<file path="config.mk">
export PLATFORM = sky130hd
export DESIGN_NAME = tod_drift_counter
export DESIGN_NICKNAME = d
export VERILOG_FILES = /design/src/rtl/tod_pkg.sv /design/src/rtl/tod_cfg_regs.sv /design/src/rtl/tod_interval_timer.sv /design/src/rtl/tod_accum.sv /design/src/rtl/tod_drift_counter.sv
export SDC_FILE = /design/constraint.sdc
export NUM_CORES = 1
export LEC_CHECK = 0
export ABC_AREA = 1
export BUFFER_PORTS_ARGS = -buffer_cell sky130_fd_sc_hd__buf_2
export CAP_MARGIN = 40
export CORE_ASPECT_RATIO = 0.75
export CORE_MARGIN = 5
export CORE_UTILIZATION = 35
export DETAILED_ROUTE_END_ITERATION = 8
export GPL_ROUTABILITY_DRIVEN = 0
export HOLD_SLACK_MARGIN = 0.05
export PLACE_DENSITY = 0.58
export SYNTH_ARGS = -nofsm -noshare
export SYNTH_HDL_FRONTEND = slang
export SYNTH_SLANG_ARGS = --single-unit
</file>
<file path="constraint.sdc">
create_clock -name clk -period 12.6 [get_ports clk]
set_input_delay 0.63 -clock clk [delete_from_list [all_inputs] [get_ports clk]]
set_output_delay 0.63 -clock clk [all_outputs]
set_load 0.005 [all_outputs]
</file>
<file path="src/rtl/tod_pkg.sv">
package tod_pkg;

   // Register byte offsets; the correction and interval offsets are fixed
   localparam logic [7:0] OFS_SEC_HI = 8'h00;
   localparam logic [7:0] OFS_SEC_LO = 8'h04;
   localparam logic [7:0] OFS_NS_GO  = 8'h08;
   localparam logic [7:0] OFS_FNS    = 8'h0C;
   localparam logic [7:0] OFS_PERIOD = 8'h10;
   localparam logic [7:0] OFS_DRIFT  = 8'h1C;
   localparam logic [7:0] OFS_RATE   = 8'h20;

   localparam int unsigned NS_PER_SEC = 1_000_000_000;

   typedef enum logic [2:0] {
      SEL_NONE,
      SEL_SEC_HI,
      SEL_SEC_LO,
      SEL_NS_GO,
      SEL_FNS,
      SEL_PERIOD,
      SEL_DRIFT,
      SEL_RATE
   } reg_sel_e;

endpackage

</file>
<file path="src/rtl/tod_cfg_regs.sv">
module tod_cfg_regs
   import tod_pkg::*;
#(
   parameter int ADDR_W   = 6,
   parameter int DATA_W   = 32,
   parameter int SEC_W    = 48,
   parameter int NS_W     = 30,
   parameter int FNS_W    = 16,
   parameter int PER_NS_W = 4,
   parameter int RATE_W   = 16
) (
   input  logic                clk,
   input  logic                rst_n,
   input  logic                wr_en,
   input  logic [ADDR_W-1:0]   addr,
   input  logic [DATA_W-1:0]   wdata,
   output logic [DATA_W-1:0]   rdata,
   output logic [PER_NS_W-1:0] per_ns,
   output logic [FNS_W-1:0]    per_fns,
   output logic [PER_NS_W-1:0] adj_ns,
   output logic [FNS_W-1:0]    adj_fns,
   output logic [RATE_W-1:0]   rate,
   output logic                rate_wr,
   output logic                ld_commit,
   output logic [SEC_W-1:0]    ld_sec,
   output logic [NS_W-1:0]     ld_ns,
   output logic [FNS_W-1:0]    ld_fns
);

   localparam int SEC_HI_W = SEC_W - DATA_W;
   localparam int PAIR_W   = FNS_W + PER_NS_W;

   reg_sel_e            sel;
   logic [SEC_HI_W-1:0] stg_hi;
   logic [DATA_W-1:0]   stg_lo;
   logic [FNS_W-1:0]    stg_fns;

   always_comb begin
      if      (addr == ADDR_W'(OFS_SEC_HI)) sel = SEL_SEC_HI;
      else if (addr == ADDR_W'(OFS_SEC_LO)) sel = SEL_SEC_LO;
      else if (addr == ADDR_W'(OFS_NS_GO))  sel = SEL_NS_GO;
      else if (addr == ADDR_W'(OFS_FNS))    sel = SEL_FNS;
      else if (addr == ADDR_W'(OFS_PERIOD)) sel = SEL_PERIOD;
      else if (addr == ADDR_W'(OFS_DRIFT))  sel = SEL_DRIFT;
      else if (addr == ADDR_W'(OFS_RATE))   sel = SEL_RATE;
      else                                  sel = SEL_NONE;
   end

   always_ff @(posedge clk or negedge rst_n) begin
      if (!rst_n) begin
         per_ns  <= '0;
         per_fns <= '0;
         adj_ns  <= '0;
         adj_fns <= '0;
         rate    <= '0;
         stg_hi  <= '0;
         stg_lo  <= '0;
         stg_fns <= '0;
      end else if (wr_en) begin
         unique case (sel)
            SEL_SEC_HI: stg_hi  <= wdata[SEC_HI_W-1:0];
            SEL_SEC_LO: stg_lo  <= wdata;
            SEL_FNS:    stg_fns <= wdata[FNS_W-1:0];
            SEL_PERIOD: {per_ns, per_fns} <= wdata[PAIR_W-1:0];
            SEL_DRIFT:  {adj_ns, adj_fns} <= wdata[PAIR_W-1:0];
            SEL_RATE:   rate    <= wdata[RATE_W-1:0];
            default: ;
         endcase
      end
   end

   assign rate_wr   = wr_en && (sel == SEL_RATE);
   assign ld_commit = wr_en && (sel == SEL_NS_GO);
   assign ld_sec    = {stg_hi, stg_lo};
   assign ld_ns     = wdata[NS_W-1:0];
   assign ld_fns    = stg_fns;

   always_comb begin
      unique case (sel)
         SEL_PERIOD: rdata = DATA_W'({per_ns, per_fns});
         SEL_DRIFT:  rdata = DATA_W'({adj_ns, adj_fns});
         SEL_RATE:   rdata = DATA_W'(rate);
         default:    rdata = '0;
      endcase
   end

endmodule

</file>
<file path="src/rtl/tod_interval_timer.sv">
module tod_interval_timer #(
   parameter int RATE_W = 16
) (
   input  logic              clk,
   input  logic              rst_n,
   input  logic [RATE_W-1:0] rate,
   input  logic              restart,
   output logic              fire,
   output logic [RATE_W-1:0] cnt
);

   assign fire = (rate != '0) && (cnt == rate - 1'b1);

   always_ff @(posedge clk or negedge rst_n) begin
      if (!rst_n)                      cnt <= '0;
      else if (restart)                cnt <= '0;
      else if (rate == '0 || fire)     cnt <= '0;
      else                             cnt <= cnt + 1'b1;
   end

endmodule

</file>
<file path="src/rtl/tod_accum.sv">
module tod_accum
   import tod_pkg::*;
#(
   parameter int SEC_W       = 48,
   parameter int NS_W        = 30,
   parameter int FNS_W       = 16,
   parameter int PER_NS_W    = 4,
   parameter bit NS_ROLLOVER = 1'b1
) (
   input  logic                clk,
   input  logic                rst_n,
   input  logic                load,
   input  logic [SEC_W-1:0]    ld_sec,
   input  logic [NS_W-1:0]     ld_ns,
   input  logic [FNS_W-1:0]    ld_fns,
   input  logic [PER_NS_W-1:0] per_ns,
   input  logic [FNS_W-1:0]    per_fns,
   input  logic [PER_NS_W-1:0] adj_ns,
   input  logic [FNS_W-1:0]    adj_fns,
   input  logic                fire,
   output logic [SEC_W-1:0]    sec,
   output logic [NS_W-1:0]     ns,
   output logic [FNS_W-1:0]    fns
);

   localparam int FS_W = FNS_W + 2;
   localparam int NX_W = NS_W + 1;

   logic [FS_W-1:0]  fns_sum;
   logic [NX_W-1:0]  ns_sum;
   logic [NS_W-1:0]  ns_next;
   logic             wrap;

   always_comb begin
      fns_sum = FS_W'(fns) + FS_W'(per_fns) + (fire ? FS_W'(adj_fns) : '0);
      ns_sum  = NX_W'(ns) + NX_W'(per_ns) + (fire ? NX_W'(adj_ns) : '0)
              + NX_W'(fns_sum[FS_W-1:FNS_W]);
   end

   generate
      if (NS_ROLLOVER) begin : g_decimal
         localparam logic [NX_W-1:0] BILLION = NX_W'(NS_PER_SEC);
         assign wrap    = (ns_sum >= BILLION);
         assign ns_next = wrap ? NS_W'(ns_sum - BILLION) : ns_sum[NS_W-1:0];
      end else begin : g_binary
         assign wrap    = ns_sum[NS_W];
         assign ns_next = ns_sum[NS_W-1:0];
      end
   endgenerate

   always_ff @(posedge clk or negedge rst_n) begin
      if (!rst_n) begin
         sec <= '0;
         ns  <= '0;
         fns <= '0;
      end else if (load) begin
         sec <= ld_sec;
         ns  <= ld_ns;
         fns <= ld_fns;
      end else begin
         sec <= sec + SEC_W'(wrap);
         ns  <= ns_next;
         fns <= fns_sum[FNS_W-1:0];
      end
   end

endmodule

</file>
<file path="src/rtl/tod_drift_counter.sv">
module tod_drift_counter #(
   parameter int ADDR_W      = 6,
   parameter int DATA_W      = 32,
   parameter int SEC_W       = 48,
   parameter int NS_W        = 30,
   parameter int FNS_W       = 16,
   parameter int PER_NS_W    = 4,
   parameter int RATE_W      = 16,
   parameter bit NS_ROLLOVER = 1'b1
) (
   input  logic              clk,
   input  logic              rst_n,
   input  logic              reg_wr,
   input  logic [ADDR_W-1:0] reg_addr,
   input  logic [DATA_W-1:0] reg_wdata,
   output logic [DATA_W-1:0] reg_rdata,
   output logic [SEC_W-1:0]  tod_sec,
   output logic [NS_W-1:0]   tod_ns,
   output logic [FNS_W-1:0]  tod_fns
);

   generate
      if (SEC_W <= DATA_W || SEC_W > 2 * DATA_W) begin : g_bad_sec
         $error("SEC_W must exceed DATA_W and fit in two data words");
      end
      if (FNS_W + PER_NS_W > DATA_W || RATE_W > DATA_W || NS_W > DATA_W) begin : g_bad_fields
         $error("register fields do not fit in DATA_W");
      end
      if (NS_ROLLOVER && NS_W < 30) begin : g_bad_ns
         $error("decimal rollover needs NS_W of at least 30");
      end
      if (ADDR_W < 6) begin : g_bad_addr
         $error("ADDR_W too small for the register offsets");
      end
   endgenerate

   logic [PER_NS_W-1:0] per_ns;
   logic [FNS_W-1:0]    per_fns;
   logic [PER_NS_W-1:0] adj_ns;
   logic [FNS_W-1:0]    adj_fns;
   logic [RATE_W-1:0]   rate;
   logic [RATE_W-1:0]   cnt;
   logic                rate_wr;
   logic                ld_commit;
   logic                fire;
   logic [SEC_W-1:0]    ld_sec;
   logic [NS_W-1:0]     ld_ns;
   logic [FNS_W-1:0]    ld_fns;

   tod_cfg_regs #(
      .ADDR_W(ADDR_W), .DATA_W(DATA_W), .SEC_W(SEC_W), .NS_W(NS_W),
      .FNS_W(FNS_W), .PER_NS_W(PER_NS_W), .RATE_W(RATE_W)
   ) u_regs (
      .clk(clk), .rst_n(rst_n), .wr_en(reg_wr), .addr(reg_addr),
      .wdata(reg_wdata), .rdata(reg_rdata),
      .per_ns(per_ns), .per_fns(per_fns), .adj_ns(adj_ns), .adj_fns(adj_fns),
      .rate(rate), .rate_wr(rate_wr), .ld_commit(ld_commit),
      .ld_sec(ld_sec), .ld_ns(ld_ns), .ld_fns(ld_fns)
   );

   tod_interval_timer #(.RATE_W(RATE_W)) u_timer (
      .clk(clk), .rst_n(rst_n), .rate(rate),
      .restart(rate_wr | ld_commit), .fire(fire), .cnt(cnt)
   );

   tod_accum #(
      .SEC_W(SEC_W), .NS_W(NS_W), .FNS_W(FNS_W),
      .PER_NS_W(PER_NS_W), .NS_ROLLOVER(NS_ROLLOVER)
   ) u_accum (
      .clk(clk), .rst_n(rst_n), .load(ld_commit),
      .ld_sec(ld_sec), .ld_ns(ld_ns), .ld_fns(ld_fns),
      .per_ns(per_ns), .per_fns(per_fns), .adj_ns(adj_ns), .adj_fns(adj_fns),
      .fire(fire), .sec(tod_sec), .ns(tod_ns), .fns(tod_fns)
   );

endmodule

</file>
After elaboration in Yosys (flattened, before gate mapping). Index checks and enable logic that the tools add are counted. W data, S select, Z words.

Bits in registers: 230. Input port bits: 41. Output and inout port bits: 126.

Add/sub/neg operators: 9. Order comparisons: 1. Equality and inequality tests: 14. Muxes and demuxes: 16. Bitwise operators: 1. Reductions and logical operators: 13.

Operator list (number): $mux W16 (4); $mux W30 (2); $pmux W20 S3 (1); $add A48 B1 Y48 (1); $mux W48 (1); $add A30 B4 Y31 (1); $add A31 B2 Y31 (1); $add A31 B31 Y31 (1); $ge A31 B30 Y1 const B (1); $sub A30 B30 Y30 const B (1); $mux W3 (7); $add A18 B18 Y18 (1); $add A16 B16 Y17 (1); $add A16 B1 Y16 const B (1); $eq A16 B16 Y1 (1); $logic_not A16 Y1 (1); $reduce_bool A16 Y1 (1); $sub A16 B1 Y16 const B (1); $eq A3 B3 Y1 const B (4); $eq A6 B4 Y1 const B (2); $eq A6 B5 Y1 const B (2); $reduce_and A2 Y1 (6); $eq A3 B2 Y1 const B (2); $eq A6 B3 Y1 const B (1); other kinds (7) (9).

Logic depth before layout (Yosys ltp).
Depth in word-level cells: 12. Gate-level depth with buffers: 63. Gate-level depth less buffers: 62.

Cells and area by module. Synthesis repeated with hierarchy kept, for this count alone.

Cell total of the unflattened synthesis: 2154. Area total of the unflattened synthesis: 15258.4 um^2.

By module, submodules not included: tod_accum (instances 1, cells each 1216, area an instance 7977.7 um^2, seq. area each 2352.3 um^2); tod_cfg_regs (instances 1, cells each 686, area an instance 5691.7 um^2, seq. area each 3002.9 um^2); tod_interval_timer (instances 1, cells each 249, area an instance 1577.8 um^2, seq. area each 400.4 um^2); tod_drift_counter (instances 1, cells each 3, area an instance 11.3 um^2, seq. area each 0.0 um^2).

Worst setup path after synthesis. OpenSTA, ideal clock, no wires.

Kind: flip-flop to flip-flop. Start point: register u_regs.rate[0]. End point: register u_accum.sec[36]. Setup time: 0.117 ns. Arrival time: 8.849 ns. Path slack: 3.634 ns. Stages on the path, launching flop included: 63. Cells stage by stage: dfrtp_1 > inv_1 > ha_1 > nand2_1 > xor2_1 > or2_1 > a21boi_0 > nand2_1 > a211oi_1 > nand4_1 > nor2_2 > nand2_2 > nor2_1 > ha_1 > inv_1 > fa_1 > o21ai_0 > nand2_1 > [... 27 more ...] > nand3_4 > buf_6 > ha_1 > ha_1 > nand2_1 > nor2_2 > nand2_2 > inv_1 > nand4_1 > or2_2 > nor2_1 > nand4_1 > or2_1 > nor2_1 > nand2_1 > xnor2_1 > nand2_1 > nand2_1.

Word-level cells in the longest chain between the ends: 9. Elaborated cells on any way between the ends: 12.

RTL lines: start, declared (line tod_cfg_regs.sv:22) `output logic [RATE_W-1:0] rate,`; start signal, assigned (line tod_cfg_regs.sv:66) `SEL_RATE: rate <= wdata[RATE_W-1:0];`; $sub A16 B1 Y16 (line tod_interval_timer.sv:12) `assign fire = (rate != '0) && (cnt == rate - 1'b1);`; $eq A16 B16 Y1 (line tod_interval_timer.sv:12); $logic_and A1 B1 Y1 * (line tod_interval_timer.sv:12); $mux W4 / $mux W16 (equally long branches) (line tod_accum.sv:36, tod_accum.sv:35); $add A31 B31 Y31 / $add A18 B18 Y18 (equally long branches) (line tod_accum.sv:36, tod_accum.sv:35); $add A31 B2 Y31 * (line tod_accum.sv:37) `+ NX_W'(fns_sum[FS_W-1:FNS_W]);`; $ge A31 B30 Y1 * (line tod_accum.sv:43) `assign wrap = (ns_sum >= BILLION);`; $add A48 B1 Y48 * (line tod_accum.sv:61) `sec <= sec + SEC_W'(wrap);`; $mux W48 * (line tod_accum.sv:56) `end else if (load) begin`; end signal, assigned (line tod_accum.sv:57) `sec <= ld_sec;`; end signal, assigned (line tod_accum.sv:61); end, declared (line tod_accum.sv:21) `output logic [SEC_W-1:0] sec,`.

Mark *: on every way between the ends. The rest lies on a longest branch, timed or not. A chain may end at the register's enable or synchronous reset.

Worst setup path after layout.
Start point: register u_regs.rate[0]. End point: register u_accum.sec[46].

Same word-level chain as after synthesis.

==> summary.txt <==
Finish
  • Fin nets: ~2200
  • Commonest non-fill, non-tap cell in the layout: nand2_1
  • Synthesis-to-layout area growth: 15.81%
  • Commonest non-fill, non-tap cells in the layout: 633 x nand2_1, 230 x dfrtp_1, 194 x inv_1, 162 x o21ai_0, 154 x buf_2
  • Layout cells sized above 1: 13.68%
  • Final instance area: about 17000 um^2
  • Finished Core Util: between 40% and 50%

GRT
  • GRT Total Usage: 19.96%
  • Antenna violations before repair: 3
  • Vias in the first global route: 12650
  • Total grt overflow: 0
  • GR Layer Usage met1: between 20% and 30%
  • Met2 GRT Util: ~32%
  • Largest net degree at the start of global routing: 97
  • Global-route wire length before repair: roughly 72000 um
  • M3 GR Usage: ~3.0%
  • Top Usage Layer GRT: met2

Timing
  • RSZ-0062 raised after global routing: false
  • Final TNS setup: 0 ns
  • Clk_skew: 0.01742 ns
  • Final Hold Viols: 0
  • Period utilization: between 80% and 90%
  • Max Freq: 92.90 MHz
  • Final Max Slew Viols: 0
  • Worst-Margin Slew: around 0.85 ns
  • Fin crit period: 10.76 ns
  • Final setup vio count: 0
  • Slew margin rel.: 43.22%

Setup path
  • Crit-path slowest cell: dfrtp_1
  • Kind of end point of the critical path: flop
  • Cells on worst reg2reg path: 60
  • Worst path most repeated cell: nand2_1
  • Critical path peak fanout: 34
  • Startpoint types: flop
  • Arr. time, crit path: 11.26 ns
  • Worst Path Class, Setup: reg2reg
  • CP Data Required Time: about 13 ns
  • CP max stage delay: 0.40 ns

Floorplan
  • Initial core utilization: a little over a third
  • Core area: 40680 um^2
  • Die Ht: around 190 um
  • Top Ports: between 150 and 200
  • Die area: roughly 45000 um^2
  • Row cnt: 64
  • Die width: about 240 um

Logic synthesis
  • Ys async rst share: between 90% and 100%
  • Synth Cell Area: 14360 um^2
  • Post-Synthesis Cells: around 1900
  • Post-synthesis cell type count: 55
  • Synthesis Warnings: 0
  • Post-synth EDFFs: 0
  • Synthesized flop and latch total: 230
  • Synth Area per Inst: between 7 and 8 um^2
  • Sequential share of the synthesized area: between 40% and 50%
  • Primary FF master, synth: dfrtp_1

Clock tree
  • TritonCTS clock tree: done
  • TritonCTS buffer count: 26
  • Post-CTS Resized: 0
  • Clock sinks: 230
  • Clk Latency, worst-skew pair: 0.56 ns
  • H-tree lvl count: 1
  • Clock root buffer: clkbuf_16
  • Reg clk slew, reported paths: 0.07 ns
  • Hold buffer count at CTS: 0
  • CTS Buffer Depth: 3
  • Setup bufs post-CTS: 0

Power
  • Total Power: 2.623 mW
  • VDD IR max: 0.09784 mV
  • Pwr dens: 157.7 nW/um^2
  • Static leakage: a little over 8 nW

Route
  • Remaining antenna violation count after routing: 0
  • # DRC: 0
  • Initial DRC Count: ~1100
  • WL final: approximately 46000 um
  • Via density: roughly 5
  • Drt wl/cell: 17.41 um
  • Via Count: 13210
  • Drt pass-1 iters: 5

Placement
  • # port buffers: about 150
  • DP HPWL: approximately 35000 um
  • Area after DPL: 15720 um^2

Outcome
  • Outcome: finished clean

Job
  • Max-cap violations: 0

Hold path
  • Min-Delay Path Class: in2async
[per-stage QoR]
stage	setup WS [ns]	std cells	hold WS (ns)
6_report	1.836	2635	0.06823
5_1_grt	0.6771	2633	0.1348
4_1_cts	1.897	2633	0.1172
3_5_place_dp	1.919	2585	0.4591
3_3_place_gp	2.362	2579	0.4595
2_1_floorplan	3.634	1955	0.3344
[layer usage]
metal / vias up / wire, um
li1: 6523 / -
met1: 6235 / 21500
met2: 383 / 20550
met3: 68 / 2716
met4: 0 / 1110
met5: - / 0
[power by group]
group	internal, mW	switching [mW]	total, mW
registers	0.863	0.129	0.992
clock network	0.476	0.335	0.810
logic	0.315	0.506	0.821
total	1.65	0.970	2.62
[flip-flops by register name, indices dropped and copies added, names as in the netlist]
name            cells
u_regs.adj_fns     16
u_accum.sec        48
u_accum.ns         30
u_regs.stg_hi      16
u_timer.cnt        16
u_regs.ld_fns      16
u_regs.rate        16
u_regs.per_ns       4
u_regs.adj_ns       4
u_regs.per_fns     16
u_accum.fns        16
u_regs.stg_lo      32
[worst paths after layout]
kind	startpoint	endpoint	slack (ns)
worst max-delay path	u_regs.rate[0]	u_accum.sec[46]	1.84
worst min-delay path	rst_n	u_accum.ns[19]	0.07
worst max register to register	u_regs.rate[0]	u_accum.sec[46]	1.84
worst min register to register	u_regs.stg_hi[0]	u_accum.sec[32]	0.48
max in group asynchronous	rst_n	u_regs.per_fns[0]	11.07
min in group clk	reg_wdata[14]	u_accum.ns[14]	0.29
[cell usage after synthesis (10+ instances only)]
| cell type | number | area [um^2] |
|---|---|---|
| nand4_1 | 29 | 181.4 |
| o221ai_1 | 10 | 87.58 |
| nand3_1 | 115 | 575.6 |
| buf_4 | 13 | 97.59 |
| nand2_1 | 633 | 2376 |
| ha_1 | 46 | 575.6 |
| a21oi_1 | 36 | 180.2 |
| nand2_2 | 11 | 68.82 |
| xnor2_1 | 33 | 289.0 |
| o21ai_0 | 162 | 810.8 |
| nor2_1 | 130 | 488.0 |
| dfrtp_1 | 230 | 5756 |
| clkbuf_1 | 46 | 172.7 |
| inv_1 | 194 | 728.2 |
| xor2_1 | 68 | 595.6 |
| inv_2 | 12 | 45.04 |
| o21ai_1 | 10 | 50.05 |
| nor3_1 | 40 | 200.2 |
| nor2_2 | 15 | 93.84 |
[critical path: cells and delay by family, from the launching register on]
family | cells | cell delay, ns
and+or+nand+nor | 32 | 4.61
adders and majority gates | 10 | 2.81
AOI/OAI and AO/OA | 7 | 1.57
buffers and inverters | 8 | 0.70
xor gates and xnor gates | 3 | 0.57
DFF | 1 | 0.40
[logic make-up after synthesis]
family          after synthesis  synth area share [%]
fa+ha+maj                    54                 5.122
buf+inv                     276                 7.770
mux                           9                0.7056
simple gates               1019                 30.35
flops                       230                 40.07
xor+xnor                    101                 6.159
compound gates              254                 9.800
other cells                   1               0.02611
[layout make-up]
type                            count  area [um^2]
Multi-Input combinational cell   1449         7551
Timing Repair Buffer              168        963.4
Tap cell                          528        660.6
Clock buffer                       29        681.9
Fill cell                        4211        24040
Antenna cell                        2        5.005
Inverter                          210        788.3
Clock inverter                     19        229.0
Sequential cell                   230         5756
(Power assumes the default switching activity.)
